--- config.mk ---
export PLATFORM = sky130hd
export DESIGN_NAME = i2c_varlen_wr_slave
export DESIGN_NICKNAME = d
export VERILOG_FILES = /design/src/rtl/i2cw_pkg.sv /design/src/rtl/i2cw_bus_cond.sv /design/src/rtl/i2cw_byte_rx.sv /design/src/rtl/i2cw_stage.sv /design/src/rtl/i2c_varlen_wr_slave.sv
export SDC_FILE = /design/constraint.sdc
export NUM_CORES = 1
export LEC_CHECK = 0
export BUFFER_PORTS_ARGS = -buffer_cell sky130_fd_sc_hd__buf_4
export CORE_ASPECT_RATIO = 1.25
export CORE_MARGIN = 10
export CORE_UTILIZATION = 40
export DETAILED_ROUTE_END_ITERATION = 10
export RECOVER_POWER = 50
export SLEW_MARGIN = 0
export SYNTH_ARGS = -nofsm -noshare
export SYNTH_HDL_FRONTEND = slang
export SYNTH_SLANG_ARGS = --single-unit
--- constraint.sdc ---
create_clock -name clk -period 3.4 [get_ports clk]
set_clock_uncertainty 0.15 [all_clocks]
set_input_delay 0.17 -clock clk [delete_from_list [all_inputs] [get_ports clk]]
set_output_delay 0.17 -clock clk [all_outputs]
set_load 0.005 [all_outputs]
--- src/rtl/i2cw_pkg.sv ---
package i2cw_pkg;

    localparam int          BYTE_BITS   = 8;
    localparam int          WORD_W      = 32;
    localparam int          BPW         = WORD_W / BYTE_BITS;
    localparam int          MAX_WORDS   = 5;
    localparam int          MAX_BYTES   = MAX_WORDS * BPW;
    localparam int          DATA_W      = MAX_WORDS * WORD_W;
    localparam int          SUB_W       = 8;
    localparam int          NW_W        = $clog2(MAX_WORDS + 1);
    localparam int          IDX_W       = $clog2(MAX_BYTES + 1);
    localparam int          BITCNT_W    = $clog2(BYTE_BITS + 1);
    localparam logic [6:0]  SLAVE_ADDR  = 7'h36;
    localparam logic [7:0]  LONG_FIRST  = 8'h10;
    localparam logic [7:0]  LONG_LAST   = 8'h1F;
    localparam int          LONG_WORDS  = 5;
    localparam int          SHORT_WORDS = 1;

    typedef enum logic [2:0] {
        PH_IDLE,
        PH_ADDR,
        PH_SUB,
        PH_DATA,
        PH_SKIP
    } phase_t;

    typedef struct packed {
        logic start;
        logic stop;
        logic scl_rise;
        logic scl_fall;
    } bus_ev_t;

    typedef struct packed {
        logic              valid;
        logic [SUB_W-1:0]  addr;
        logic [NW_W-1:0]   nwords;
        logic [DATA_W-1:0] data;
    } commit_t;

    // Word-count lookup for the register map.
    function automatic logic [NW_W-1:0] words_for(input logic [SUB_W-1:0] sub);
        if (sub >= LONG_FIRST && sub <= LONG_LAST)
            return NW_W'(LONG_WORDS);
        return NW_W'(SHORT_WORDS);
    endfunction

endpackage

--- src/rtl/i2cw_bus_cond.sv ---
module i2cw_bus_cond
    import i2cw_pkg::*;
(
    input  logic    clk,
    input  logic    rst,
    input  logic    scl_i,
    input  logic    sda_i,
    output bus_ev_t ev
);

    logic scl_q;
    logic sda_q;

    always_ff @(posedge clk) begin
        if (rst) begin
            scl_q <= 1'b1;
            sda_q <= 1'b1;
        end else begin
            scl_q <= scl_i;
            sda_q <= sda_i;
        end
    end

    // SDA edges while SCL stays high mark bus conditions.
    always_comb begin
        ev.scl_rise = scl_i & ~scl_q;
        ev.scl_fall = ~scl_i & scl_q;
        ev.start    = scl_i & scl_q & sda_q & ~sda_i;
        ev.stop     = scl_i & scl_q & ~sda_q & sda_i;
    end

endmodule

--- src/rtl/i2cw_byte_rx.sv ---
module i2cw_byte_rx
    import i2cw_pkg::*;
(
    input  logic                 clk,
    input  logic                 rst,
    input  bus_ev_t              ev,
    input  logic                 sda_i,
    input  logic                 ack_en,
    output logic                 byte_done,
    output logic [BYTE_BITS-1:0] byte_val,
    output logic                 sda_oe
);

    localparam logic [BITCNT_W-1:0] LAST_BIT = BITCNT_W'(BYTE_BITS - 1);
    localparam logic [BITCNT_W-1:0] FULL     = BITCNT_W'(BYTE_BITS);

    logic [BYTE_BITS-1:0] shreg;
    logic [BITCNT_W-1:0]  bitcnt;
    logic                 in_ack;
    logic                 oe_q;
    logic                 done_q;

    always_ff @(posedge clk) begin
        if (rst) begin
            shreg  <= '0;
            bitcnt <= '0;
            in_ack <= 1'b0;
            oe_q   <= 1'b0;
            done_q <= 1'b0;
        end else begin
            done_q <= 1'b0;
            if (ev.start || ev.stop) begin
                bitcnt <= '0;
                in_ack <= 1'b0;
                oe_q   <= 1'b0;
            end else begin
                if (ev.scl_rise && bitcnt < FULL) begin
                    shreg  <= {shreg[BYTE_BITS-2:0], sda_i};
                    bitcnt <= bitcnt + 1'b1;
                    if (bitcnt == LAST_BIT)
                        done_q <= 1'b1;
                end
                if (ev.scl_fall && bitcnt == FULL) begin
                    if (!in_ack) begin
                        // Ninth clock begins: drive ACK if requested.
                        in_ack <= 1'b1;
                        oe_q   <= ack_en;
                    end else begin
                        // Ninth clock over: release and start next byte.
                        in_ack <= 1'b0;
                        oe_q   <= 1'b0;
                        bitcnt <= '0;
                    end
                end
            end
        end
    end

    assign byte_done = done_q;
    assign byte_val  = shreg;
    assign sda_oe    = oe_q;

endmodule

--- src/rtl/i2cw_stage.sv ---
module i2cw_stage
    import i2cw_pkg::*;
(
    input  logic                 clk,
    input  logic                 rst,
    input  logic                 load,
    input  logic [SUB_W-1:0]     sub_in,
    input  logic                 push,
    input  logic [BYTE_BITS-1:0] byte_in,
    input  logic                 abort,
    output commit_t              cmt
);

    logic [BYTE_BITS-1:0] bytes_q [MAX_BYTES];
    logic [SUB_W-1:0]     cur_sub;
    logic [IDX_W-1:0]     idx;
    logic                 pend;
    logic [NW_W-1:0]      cur_words;
    logic [IDX_W-1:0]     need;
    logic [DATA_W-1:0]    packed_data;

    assign cur_words = words_for(cur_sub);
    assign need      = IDX_W'(cur_words) * IDX_W'(BPW);

    // Big-endian packing; bytes past the set length read as zero.
    for (genvar i = 0; i < MAX_BYTES; i++) begin : g_pack
        localparam int POS = WORD_W * (i / BPW) + (WORD_W - BYTE_BITS) - BYTE_BITS * (i % BPW);
        assign packed_data[POS +: BYTE_BITS] = (IDX_W'(i) < need) ? bytes_q[i] : '0;
    end

    always_ff @(posedge clk) begin
        if (push && !load && !abort)
            bytes_q[idx] <= byte_in;
    end

    always_ff @(posedge clk) begin
        if (rst) begin
            cur_sub <= '0;
            idx     <= '0;
            pend    <= 1'b0;
            cmt     <= '0;
        end else begin
            cmt.valid <= 1'b0;
            pend      <= 1'b0;
            if (pend) begin
                cmt.valid  <= 1'b1;
                cmt.addr   <= cur_sub;
                cmt.nwords <= cur_words;
                cmt.data   <= packed_data;
                cur_sub    <= cur_sub + 1'b1;
            end
            if (load) begin
                cur_sub <= sub_in;
                idx     <= '0;
            end else if (abort) begin
                idx <= '0;
            end else if (push) begin
                if (idx == need - 1'b1) begin
                    idx  <= '0;
                    pend <= 1'b1;
                end else begin
                    idx <= idx + 1'b1;
                end
            end
        end
    end

endmodule

--- src/rtl/i2c_varlen_wr_slave.sv ---
module i2c_varlen_wr_slave
    import i2cw_pkg::*;
(
    input  logic              clk,
    input  logic              rst,
    input  logic              scl_i,
    input  logic              sda_i,
    output logic              sda_oe,
    output logic              commit_valid,
    output logic [SUB_W-1:0]  commit_addr,
    output logic [NW_W-1:0]   commit_nwords,
    output logic [DATA_W-1:0] commit_data
);

    bus_ev_t              ev;
    phase_t               phase;
    logic                 ack_q;
    logic                 byte_done;
    logic [BYTE_BITS-1:0] byte_val;
    logic                 addr_hit;
    commit_t              cmt;

    i2cw_bus_cond u_cond (
        .clk   (clk),
        .rst   (rst),
        .scl_i (scl_i),
        .sda_i (sda_i),
        .ev    (ev)
    );

    i2cw_byte_rx u_rx (
        .clk       (clk),
        .rst       (rst),
        .ev        (ev),
        .sda_i     (sda_i),
        .ack_en    (ack_q),
        .byte_done (byte_done),
        .byte_val  (byte_val),
        .sda_oe    (sda_oe)
    );

    assign addr_hit = (byte_val[BYTE_BITS-1:1] == SLAVE_ADDR) && !byte_val[0];

    always_ff @(posedge clk) begin
        if (rst) begin
            phase <= PH_IDLE;
            ack_q <= 1'b0;
        end else if (ev.start) begin
            phase <= PH_ADDR;
            ack_q <= 1'b0;
        end else if (ev.stop) begin
            phase <= PH_IDLE;
            ack_q <= 1'b0;
        end else if (byte_done) begin
            unique case (phase)
                PH_ADDR: begin
                    phase <= addr_hit ? PH_SUB : PH_SKIP;
                    ack_q <= addr_hit;
                end
                PH_SUB: begin
                    phase <= PH_DATA;
                    ack_q <= 1'b1;
                end
                PH_DATA: ack_q <= 1'b1;
                default: ack_q <= 1'b0;
            endcase
        end
    end

    i2cw_stage u_stage (
        .clk     (clk),
        .rst     (rst),
        .load    (byte_done && phase == PH_SUB),
        .sub_in  (byte_val),
        .push    (byte_done && phase == PH_DATA),
        .byte_in (byte_val),
        .abort   (ev.start || ev.stop),
        .cmt     (cmt)
    );

    assign commit_valid  = cmt.valid;
    assign commit_addr   = cmt.addr;
    assign commit_nwords = cmt.nwords;
    assign commit_data   = cmt.data;

endmodule

# [After elaboration in Yosys (flattened, before gate mapping)]
# Memories as Yosys holds them, arrays and structs flattened.
# Index checks and enable logic that the tools add are counted.
[classes] n_mux=42 add_sub_neg=4 bitwise=14 n_reduce_logical=25 order_cmp=23 n_eq_ne=7
[ops] op="$mux 8" n=22
[ops] op="$mux 172" n=1
[ops] op="$lt 4x5->1 const A" n=8
[ops] op="$lt 3x5->1 const A" n=4
[ops] op="$lt 5x5->1 const A" n=4
[ops] op="$mux 4" n=3
[ops] op="$lt 1x5->1 const A" n=2
[ops] op="$lt 2x5->1 const A" n=2
[ops] op="$mux 1" n=10
[ops] op="$mux 3" n=3
[ops] op="$reduce_or 3->1" n=3
[ops] op="$add 8x1->8 const B" n=1
[ops] op="$ge 8x5->1 const B" n=1
[ops] op="$le 8x5->1 const B" n=1
[ops] op="$logic_and 1x1->1" n=8
[ops] op="$and 1x1->1" n=7
[ops] op="$eq 7x6->1 const B" n=1
[ops] op="$not 1->1" n=7
[ops] op="$eq 3x2->1 const B" n=2
[ops] op="$pmux 3 s2" n=1
[ops] op="$reduce_and 2->1" n=3
[ops] op="$add 5x1->5 const B" n=1
[ops] op="$eq 5x5->1" n=1
[ops] op="$mux 5" n=1
[ops] op="14 further kinds" n=18
[totals] elab_cells=133 memories=1 ram_bits=160 register_bits=207
[memory_table] name="u_stage.bytes_q" words=20 width=8 rd=20 rd_ports_with_merged_regs=0 write_ports=1 line="i2cw_stage.sv:14" text="logic [BYTE_BITS-1:0] bytes_q [MAX_BYTES];"

# [Logic depth before layout (Yosys ltp)]
# Gate-level depths: netlist of run 1.
[depth] word_depth=8 depth_mapped=6 depth_no_buf=5

# [By module]
# Synthesis of run 1 repeated with hierarchy kept, for this count alone.
[unflattened] hier_cells=971 area_unflattened_um2=12604.6
[by_module_without_submodules] module="i2cw_stage" cells_each=867 seq_area_each_um2=8508.2 area_per_inst_um2=11677.4 n_inst=1
[by_module_without_submodules] module="i2cw_byte_rx" cells_each=67 seq_area_each_um2=300.3 area_per_inst_um2=599.3 n_inst=1
[by_module_without_submodules] module="i2c_varlen_wr_slave" cells_each=29 seq_area_each_um2=80.1 area_per_inst_um2=242.7 n_inst=1
[by_module_without_submodules] module="i2cw_bus_cond" cells_each=8 seq_area_each_um2=40.0 area_per_inst_um2=85.1 n_inst=1

# [Worst setup path after synthesis of run 1]
# No wires, ideal clock.
[synth_path] path_kind="reg2reg" start="reg u_stage.idx[2]" end="mem u_stage.bytes_q[7][0], enable pin" t_arrival_ns=1.403 n_path_buf=1 synth_period_minus_slack_ns=1.923 t_required_ns=2.880 path_slack_ns=1.477 setup_time_ns=0.370 path_stages_with_launch=4 path_cell_list="dfxtp_1 -> clkbuf_1 -> or3b_2 -> nor2_1"
[synth_rtl] item="from (decl)" line="i2cw_stage.sv:16" text="logic [IDX_W-1:0] idx;"
[synth_rtl] item="from (signal assigned)" line="i2cw_stage.sv:62" text="idx <= idx + 1'b1;"
[synth_rtl] item="to (decl)" line="i2cw_stage.sv:14"
# Straight into the memory's write port.

# [Worst setup path after layout of run 1]
[layout_path] start="reg u_rx.done_q (netlist: u_rx.byte_done)" end="mem u_stage.bytes_q[6][5], enable pin"
[layout_via] elab_chain_len=6 word_cells_on_any_way=7 cone_classes="2 x mux; 5 x reduce/logical"
[layout_lines] item="from (decl)" line="i2cw_byte_rx.sv:21" text="logic done_q;"
[layout_lines] item="from (signal assigned)" line="i2cw_byte_rx.sv:29" text="done_q <= 1'b0;"
[layout_lines] item="from (signal assigned)" line="i2cw_byte_rx.sv:31" text="done_q <= 1'b0;"
[layout_lines] item="from (signal assigned)" line="i2cw_byte_rx.sv:41" text="done_q <= 1'b1;"
[layout_lines] item="$logic_and 1x1->1" line="i2c_varlen_wr_slave.sv:73" text=".load (byte_done && phase == PH_SUB),"
[layout_lines] item="$logic_not 1->1" line="i2cw_stage.sv:32" text="if (push && !load && !abort)"
[layout_lines] item="$logic_and 1x1->1 * (2 in a row)" line="i2cw_stage.sv:32"
[layout_lines] item="$mux 1 *" line="i2cw_stage.sv:32"
[layout_lines] item="$mux 1 (implied by the code) *" line="i2cw_stage.sv:33" text="bytes_q[idx] <= byte_in;"
# Mark *: on every way between the ends. The rest lies on a longest branch, timed or not.

==> results of run 1 <==
flip-flops by register name (all words and copies together) (netlist names), 3 cells and up:
register,count
u_rx.byte_val,8
u_stage.cur_sub,8
u_stage.idx,5
u_stage.cmt,171
u_rx.bitcnt,4
u_stage.bytes_q,160
phase,3
cells by family (layout without fill, tap and decap cells):
family | count (synthesis) | after routing | share of synthesized area [%]
other | 1 | 1 | 0.0288
xor gates and xnor gates | 15 | 15 | 1.01
and+or+nand+nor | 401 | 401 | 16.3
adders and majority gates | 8 | 8 | 0.770
DFF | 366 | 366 | 68.7
muxes | 50 | 50 | 3.85
AOI/OAI and AO/OA | 153 | 153 | 6.48
buffers and inverters | 85 | 267 | 2.91
synth_stat cells (all sizes together):
library cell / count
buf: 29
nand3: 133
mux2i: 50
o211ai: 1
nand4: 6
nand2: 16
nor2b: 1
o21a: 1
or4: 1
a21o: 1
o21bai: 1
conb: 1
nor3b: 1
a211oi: 8
edfxtp: 160
xor2: 9
nor2: 95
inv: 9
a21oi: 137
a31oi: 2
o21ai: 1
and4b: 1
or3b: 2
a41oi: 1
or2b: 1
nor4: 1
or2: 2
xnor2: 6
nand3b: 3
clkbuf: 47
nand4bb: 1
nor4b: 1
or3: 1
ha: 8
nand2b: 129
nand4b: 2
and3b: 1
nor3: 3
dfxtp: 206
placed cells by master (no fill, tap or decap), types with 3 or more instances in the layout:
cell type | netlist | final
clkinv_2 | 0 | 3
dlygate4sd3_1 | 0 | 3
nand4_1 | 6 | 6
nand2b_1 | 129 | 129
inv_1 | 8 | 8
dfxtp_1 | 206 | 205
buf_4 | 3 | 6
mux2i_1 | 50 | 50
nand3b_1 | 3 | 3
nor2_1 | 95 | 95
a21oi_1 | 137 | 137
clkbuf_1 | 47 | 67
nand2_1 | 16 | 16
a211oi_2 | 8 | 6
nor3_1 | 3 | 3
xor2_1 | 9 | 9
xnor2_1 | 6 | 6
clkbuf_16 | 0 | 37
ha_1 | 8 | 8
nand3_1 | 133 | 133
clkinv_1 | 0 | 6
clkbuf_4 | 0 | 128
edfxtp_1 | 160 | 160
metal layers:
metal,routed length [um],vias to the layer above,global-route usage [%]
met5,0,-,0
met4,548,0,4.32
met3,1290,33,2.81
met2,16100,162,26.1
met1,13500,3983,18.5
li1,-,4077,-
worst min-delay path: stages:
cell and delay, ps:
dlygate4sd3_1 540, buf_4 130, or2_2 100
area by class of cell:
type	instances	area [um^2]	area share, %
Tap cell	412	515	3.31
Clock buffer	53	1000	6.43
Timing Repair Buffer	192	1280	8.22
Sequential cell	366	8930	57.4
Multi-Input combinational cell	628	3680	23.7
Clock inverter	13	115	0.740
Inverter	9	33.8	0.217
through the flow:
step / cells / total power, mW / utilization, %
2_1_floorplan: 1079 / 4.71 / -
3_3_place_gp: 1604 / 4.73 / 45.8
3_5_place_dp: 1604 / 4.73 / 45.8
4_1_cts: 1673 / 8.51 / 49.4
5_1_grt: 1673 / 8.70 / 48.7
6_report: 1673 / 8.42 / 48.7
worst max path at each step:
stage / startpoint / to / cells after the start
2_1_floorplan: u_stage.idx[2] / u_stage.bytes_q[7][0] / 3
3_3_place_gp: u_rx.byte_done / u_stage.bytes_q[2][3] / 4
3_5_place_dp: u_rx.byte_done / u_stage.bytes_q[6][2] / 4
4_1_cts: u_rx.byte_done / u_stage.bytes_q[6][5] / 4
5_1_grt: u_rx.byte_done / u_stage.bytes_q[6][2] / 4
6_report: u_rx.byte_done / u_stage.bytes_q[6][5] / 4
power groups by stage:
stage / logic, mW / clock network, mW / registers (mW)
global placement: 0.0751 / 0 / 4.66
CTS: 0.0781 / 3.87 / 4.56
global route: 0.0819 / 4.06 / 4.56
finish: 0.0742 / 3.79 / 4.56
detailed placement: 0.0753 / 0 / 4.66
floorplan: 0.0510 / 0 / 4.66
==> metrics.md, run 1 <==
| Metric | Value |
|---|---|
| Outcome | finished with violations |
| Violated checks | capacitance limit, slew limit |
| Minimum clock period | between 2000 and 2500 ps |
| Cts bufs inserted | 36 |
| Crit-path max FO | 8 |
| Highest-delay cell along the critical path | nor2_1 |
| Max Buffers Root-to-Sink | 3 |
| DR vias | 8255 |
| Post-DP Area | 14600 um^2 |
| Final Hold Violating Endpoints | 0 |
| Post-route ant nets | 0 |
| Sequential power share | 54.1% |
| Max Slew Vio Count | 95 |
| Fin crit share | between 60% and 70% |
| RSZ-0062 raised after global routing | false |
| Drt pass-1 iters | 5 |
| Design area | 15600 um^2 |
| Setup crit end kind | register |
| Synthesized area per cell | ~12 um^2 |
| Final setup margin | slightly above 1000 ps |
| Seq cells post-synth | 366 |
| Worst Min Path Start | sda_i |
| Antenna Cells | 0 |
| Initial antenna violation count | 0 |
| CTS sink count | ~370 |
| CP cell instances | nand4b_1 > a31oi_1 > nand2_1 > nor2_1 |
| Setup slack, reg-to-reg | 1030 ps |
| Worst slew pin tran | 1560 ps |
| Sw frac | between 15 and 20% |
| Min-delay worst type | input port to register |
| CTS H-Tree Depth | 2 |
| Yosys cell types | 44 |
| PortBufs | ~180 |
| Layout cells sized above 1 | 15.6% |
| R2R depth | 4 |
| Syn. warnings | 0 |
| Top cells by area, synth | edfxtp_1 37%, dfxtp_1 32%, nand2b_1 6.2% |
| Worst-path clk slew | approximately 60 ps |
| Clock Tree Root | clkbuf_16 |
| P&R area growth vs syn | 19.7% |
| CTS Hold Bufs | 3 |
| Final setup violation count | 0 |
| Core area | 32000 um^2 |
| Logic pwr share | 0.9% |
| WL final | 31400 um |
| Die X | 181 um |
| Critical Path AT | 2370 ps |
| Routability congestion estimate | between 0.7 and 0.8 |
| Tot GR Track Use | between 10 and 15% |
| CTS tree | built |
| Pin count of the biggest net entering global routing | 182 |
| 1st-iter DRT viols | approximately 540 |
| Die height | 222 um |
| Pre-CTS setup slack | between 1000 and 1500 ps |
| Worst skew pair latency | 520 ps |
| Buffers and inverters on the worst path | 0 |
| VDD IR-drop max | 0.256 mV |
| RR Startpoint | u_rx.byte_done |
| # nets final | 1245 |
| Critical R2R Capture | u_stage.bytes_q[6][5] |
| Setup TNS | 0 ps |
| Starting Density | between 40% and 50% |
| DR WL/cell | 18.7 um |
| First-pass GRT wire length | 48400 um |
| Syn_nets | 1091 |
| Cells after Synth | 1079 |
| Post-synth top area cell | edfxtp_1 |
| Final HPWL DP | 19500 um |
| Critical path launch point type | register |
| Row count | 73 |
| Leakage | 5.11 nW |
| PwrDens | 541 nW/um^2 |
| Residual overflow from global routing | 0 |
| Num ports | around 180 |
| Worst Hold Depth | 3 |
| Required time worst endpoint | 3400 ps |
| Post-Syn Area | 13000 um^2 |
| Filler Cell Count | 2968 |
| CP max stage delay | 630 ps |
| Clock power frac | 45.0% |
| WHS Endpoint | u_cond.sda_q |
| Slew headroom | -3.79% |
| Vias in the first global route | 8296 |
| Post-CTS Setup Repair Bufs | 0 |
| Maximum clock frequency | 422 MHz |
| Seq/Total Area, Yosys | 68.7% |
| Final Hold Slack | roughly 290 ps |
| P_int | 6.77 mW |
| Psw | 1.65 mW |
| Via-to-Cell Ratio | 4.93 |
| Maximum capacitance violations | 4 |
| Die Area | 40200 um^2 |
| CP top delay family | simple AND/OR/NAND/NOR gates |
| Crit path kind | register to register |
| Yosys top cell area share | 37.0% |
| Remaining DRCs | 0 |
| # resized after CTS | 0 |
No activity file was read; power rests on OpenSTA's default activity.
==> run 2: changes to the inputs <==
--- a/config.mk
+++ b/config.mk
@@ -5,6 +5,7 @@
 export SDC_FILE = /design/constraint.sdc
 export NUM_CORES = 1
 export LEC_CHECK = 0
+export ABC_AREA = 1
 export BUFFER_PORTS_ARGS = -buffer_cell sky130_fd_sc_hd__buf_4
 export CORE_ASPECT_RATIO = 1.25
 export CORE_MARGIN = 10
==> constraint.sdc (replaced) <==
create_clock -name clk -period 1.9 [get_ports clk]
set_clock_uncertainty 0.15 [all_clocks]
set_input_delay 0.095 -clock clk [delete_from_list [all_inputs] [get_ports clk]]
set_output_delay 0.095 -clock clk [all_outputs]
set_load 0.005 [all_outputs]
==> run 2 against run 1 <==
The flow now finishes without violations; sequential share of layout area decreased by 0.056 points; total power increased by 80%; synthesized area is 2.9% lower; core utilization grew 1.4 points; via count grew 5.2%; first-iteration DRC count grew 8.3%; global-route usage shrank 0.080 points; fmax increased by 32%; largest cell class unchanged; sequential power grew 80%; die area decreased by 2.6%; non-clock buffer count grew 40; routed wire length is 2.5% lower; highest routed layer unchanged.
==> metrics.md, run 2 <==
| Metric | Value |
|---|---|
| Required time worst endpoint | 1960 ps |
| # nets final | 1404 |
| First-pass GRT wire length | ~46000 um |
| Syn_nets | ~1200 |
| Core area | 31100 um^2 |
| WL final | 30600 um |
| Drt pass-1 iters | 5 |
| Num ports | ~180 |
| 1st-iter DRT viols | 586 |
| Maximum capacitance violations | 0 |
| DR WL/cell | 16.8 um |
| Pre-CTS setup slack | -89.2 ps |
| VDD IR-drop max | roughly 0.6 mV |
| Post-synth top area cell | edfxtp_1 |
| Yosys cell types | 29 |
| P_int | 12.1 mW |
| P&R area growth vs syn | 23.3% |
| Seq cells post-synth | 366 |
| Tot GR Track Use | between 10% and 20% |
| Final setup margin | 103 ps |
| Antenna Cells | 0 |
| Total Power | 15.2 mW |
| Commonest cells after routing, fill and taps aside | 305 x nand2_1, 206 x dfxtp_1, 160 x edfxtp_1, 142 x a21oi_1, 122 x nor2_1 |
| Routability congestion estimate | 0.809 |
| Pin count of the biggest net entering global routing | between 100 and 150 |
| Layout cells sized above 1 | 17.5% |
| Minimum clock period | around 1800 ps |
| Synth cell count leaders | 307 x nand2_1, 206 x dfxtp_1, 160 x edfxtp_1, 142 x a21oi_1, 126 x nor2_1 |
| Main flop type after synthesis | dfxtp_1 |
| Leakage | about 5.6 nW |
| CTS H-Tree Depth | 2 |
| Largest registers | u_stage.cmt (171), u_stage.bytes_q (160) |
| Starting Density | 40.6% |
| Min-delay worst type | input port to register |
| Syn. warnings | 0 |
| Top cells by area, synth | edfxtp_1 38%, dfxtp_1 33%, nand2_1 9.1% |
| Via-to-Cell Ratio | 4.76 |
| Psw | 3.04 mW |
| Largest register by flop count | u_stage.cmt |
| Max Slew Vio Count | 0 |
| Crit path kind | register to register |
| Die X | 179 um |
| Seq/Total Area, Yosys | 70.7% |
| Clock power frac | 44.3% |
| Max Buffers Root-to-Sink | 3 |
| Residual overflow from global routing | 0 |
| Synthesized area per cell | 10.7 um^2 |
| Logic pwr share | 1.5% |
| Commonest non-fill, non-tap cell in the layout | nand2_1 |
| CTS sink count | 366 |
| Crit-path max FO | 8 |
| Number of flops mapped to enable cells by yosys | 160 |
| Row count | between 70 and 80 |
| Final HPWL DP | 20000 um |
| Die Area | 39100 um^2 |
| Sequential power share | between 50% and 60% |
| Critical Path AT | 1860 ps |
| Slew headroom | between 15 and 20% |
| Max reg flops | roughly 170 |
| Worst slew pin tran | 1240 ps |
| Cts bufs inserted | 36 |
| Post-Syn Area | 12600 um^2 |
| Post-DP Area | ~15000 um^2 |
| PwrDens | 975 nW/um^2 |
| Outcome | complete, no violations |
| Design area | 15600 um^2 |
| Critical path launch point type | register |
| PortBufs | about 180 |
| CTS tree | built |
| Die height | around 220 um |
| Setup TNS | 0 ps |
| Initial antenna violation count | 0 |
| Worst-path clk slew | 60 ps |
| Clock Tree Root | clkbuf_16 |
| Post-CTS Setup Repair Bufs | 0 |
| Most common cell in the netlist | nand2_1 |
| Setup crit end kind | register |
| RSZ-0062 raised after global routing | true |
| Yosys top cell area share | between 30% and 40% |
| Post-route ant nets | 0 |
| Cells after Synth | 1185 |
| Remaining DRCs | 0 |
| Maximum clock frequency | 556 MHz |
| Vias in the first global route | a little over 8000 |
| Worst skew pair latency | 510 ps |
| Final setup violation count | 0 |
| DR vias | 8682 |
| Sw frac | 20.0% |
| Final Hold Slack | around 250 ps |
| Final Hold Violating Endpoints | 0 |
| Async SR Flop Fraction | 0% |
| Filler Cell Count | 2905 |
| Fin crit share | 94.6% |
-- run 2: area by class of cell --
type / instances / area [um^2] / area share [%]
Clock inverter: 14 / 100 / 0.643
Tap cell: 407 / 509 / 3.27
Sequential cell: 366 / 8930 / 57.4
Timing Repair Buffer: 232 / 1630 / 10.5
Clock buffer: 50 / 1020 / 6.53
Multi-Input combinational cell: 710 / 3210 / 20.6
Inverter: 46 / 178 / 1.14
-- run 2: metrics by stage --
stage               util, %  cells
floorplan                 -   1185
global placement       47.0   1757
detailed placement     47.0   1757
CTS                    50.8   1825
global route           50.1   1825
finish                 50.1   1825
-- run 2: worst paths after layout --
path	start	endpoint	slack, ps	depth (start not counted)
hold / removal	scl_i	u_cond.scl_q	250	3
hold reg to reg	u_stage.cmt[51]	u_stage.cmt[51]	310	2
setup reg to reg	phase[2]	u_stage.bytes_q[6][3]	100	8
setup / recovery	phase[2]	u_stage.bytes_q[6][3]	100	8
-- run 2: what timing repair did --
item,in CTS,in global routing
resized for setup,3,7
endpoints found under the setup margin,40,80
endpoints found under the hold margin,10,0
pin swaps,0,3
hold buffers,4,0
-- run 2: power groups by stage --
stage                     registers, mW  clock network (mW)  logic, mW
final                              8.22                6.72      0.227
after detailed placement           8.40                   0      0.239
after floorplan                    8.41                   0     0.0977
after global placement             8.39                   0      0.238
after global routing               8.22                7.18      0.248
after CTS                          8.22                6.89      0.246
-- run 2: kinds of logic after synthesis --
kind of cell / Yosys count / synth area share (%)
AND/OR/NAND/NOR: 486 / 15.2
AO/OA/AOI/OAI: 210 / 8.67
buffers and inverters: 109 / 4.17
XOR/XNOR: 5 / 0.347
other: 1 / 0.0297
adder cells (fa/ha/maj): 8 / 0.793
flip-flops: 366 / 70.7
-- run 2: critical path, stage by stage, from the launching register on --
cell	delay [ps]
dfxtp_1	330
inv_1	70
nand2_1	90
nor2_4	180
inv_1	100
nor2_4	150
nand2_4	120
nor2_1	110
buf_4	180
-- run 2: metal layers --
layer  share of wire (%)  wire (um)  GRT usage [%]  vias up
met2                  51      15700           26.2      179
met1                  41      12600           17.9     4116
met5                   0          0              0        -
li1                    -          -              -     4341
met4                 2.2        676           4.69        0
met3                 5.2       1580           2.90       46
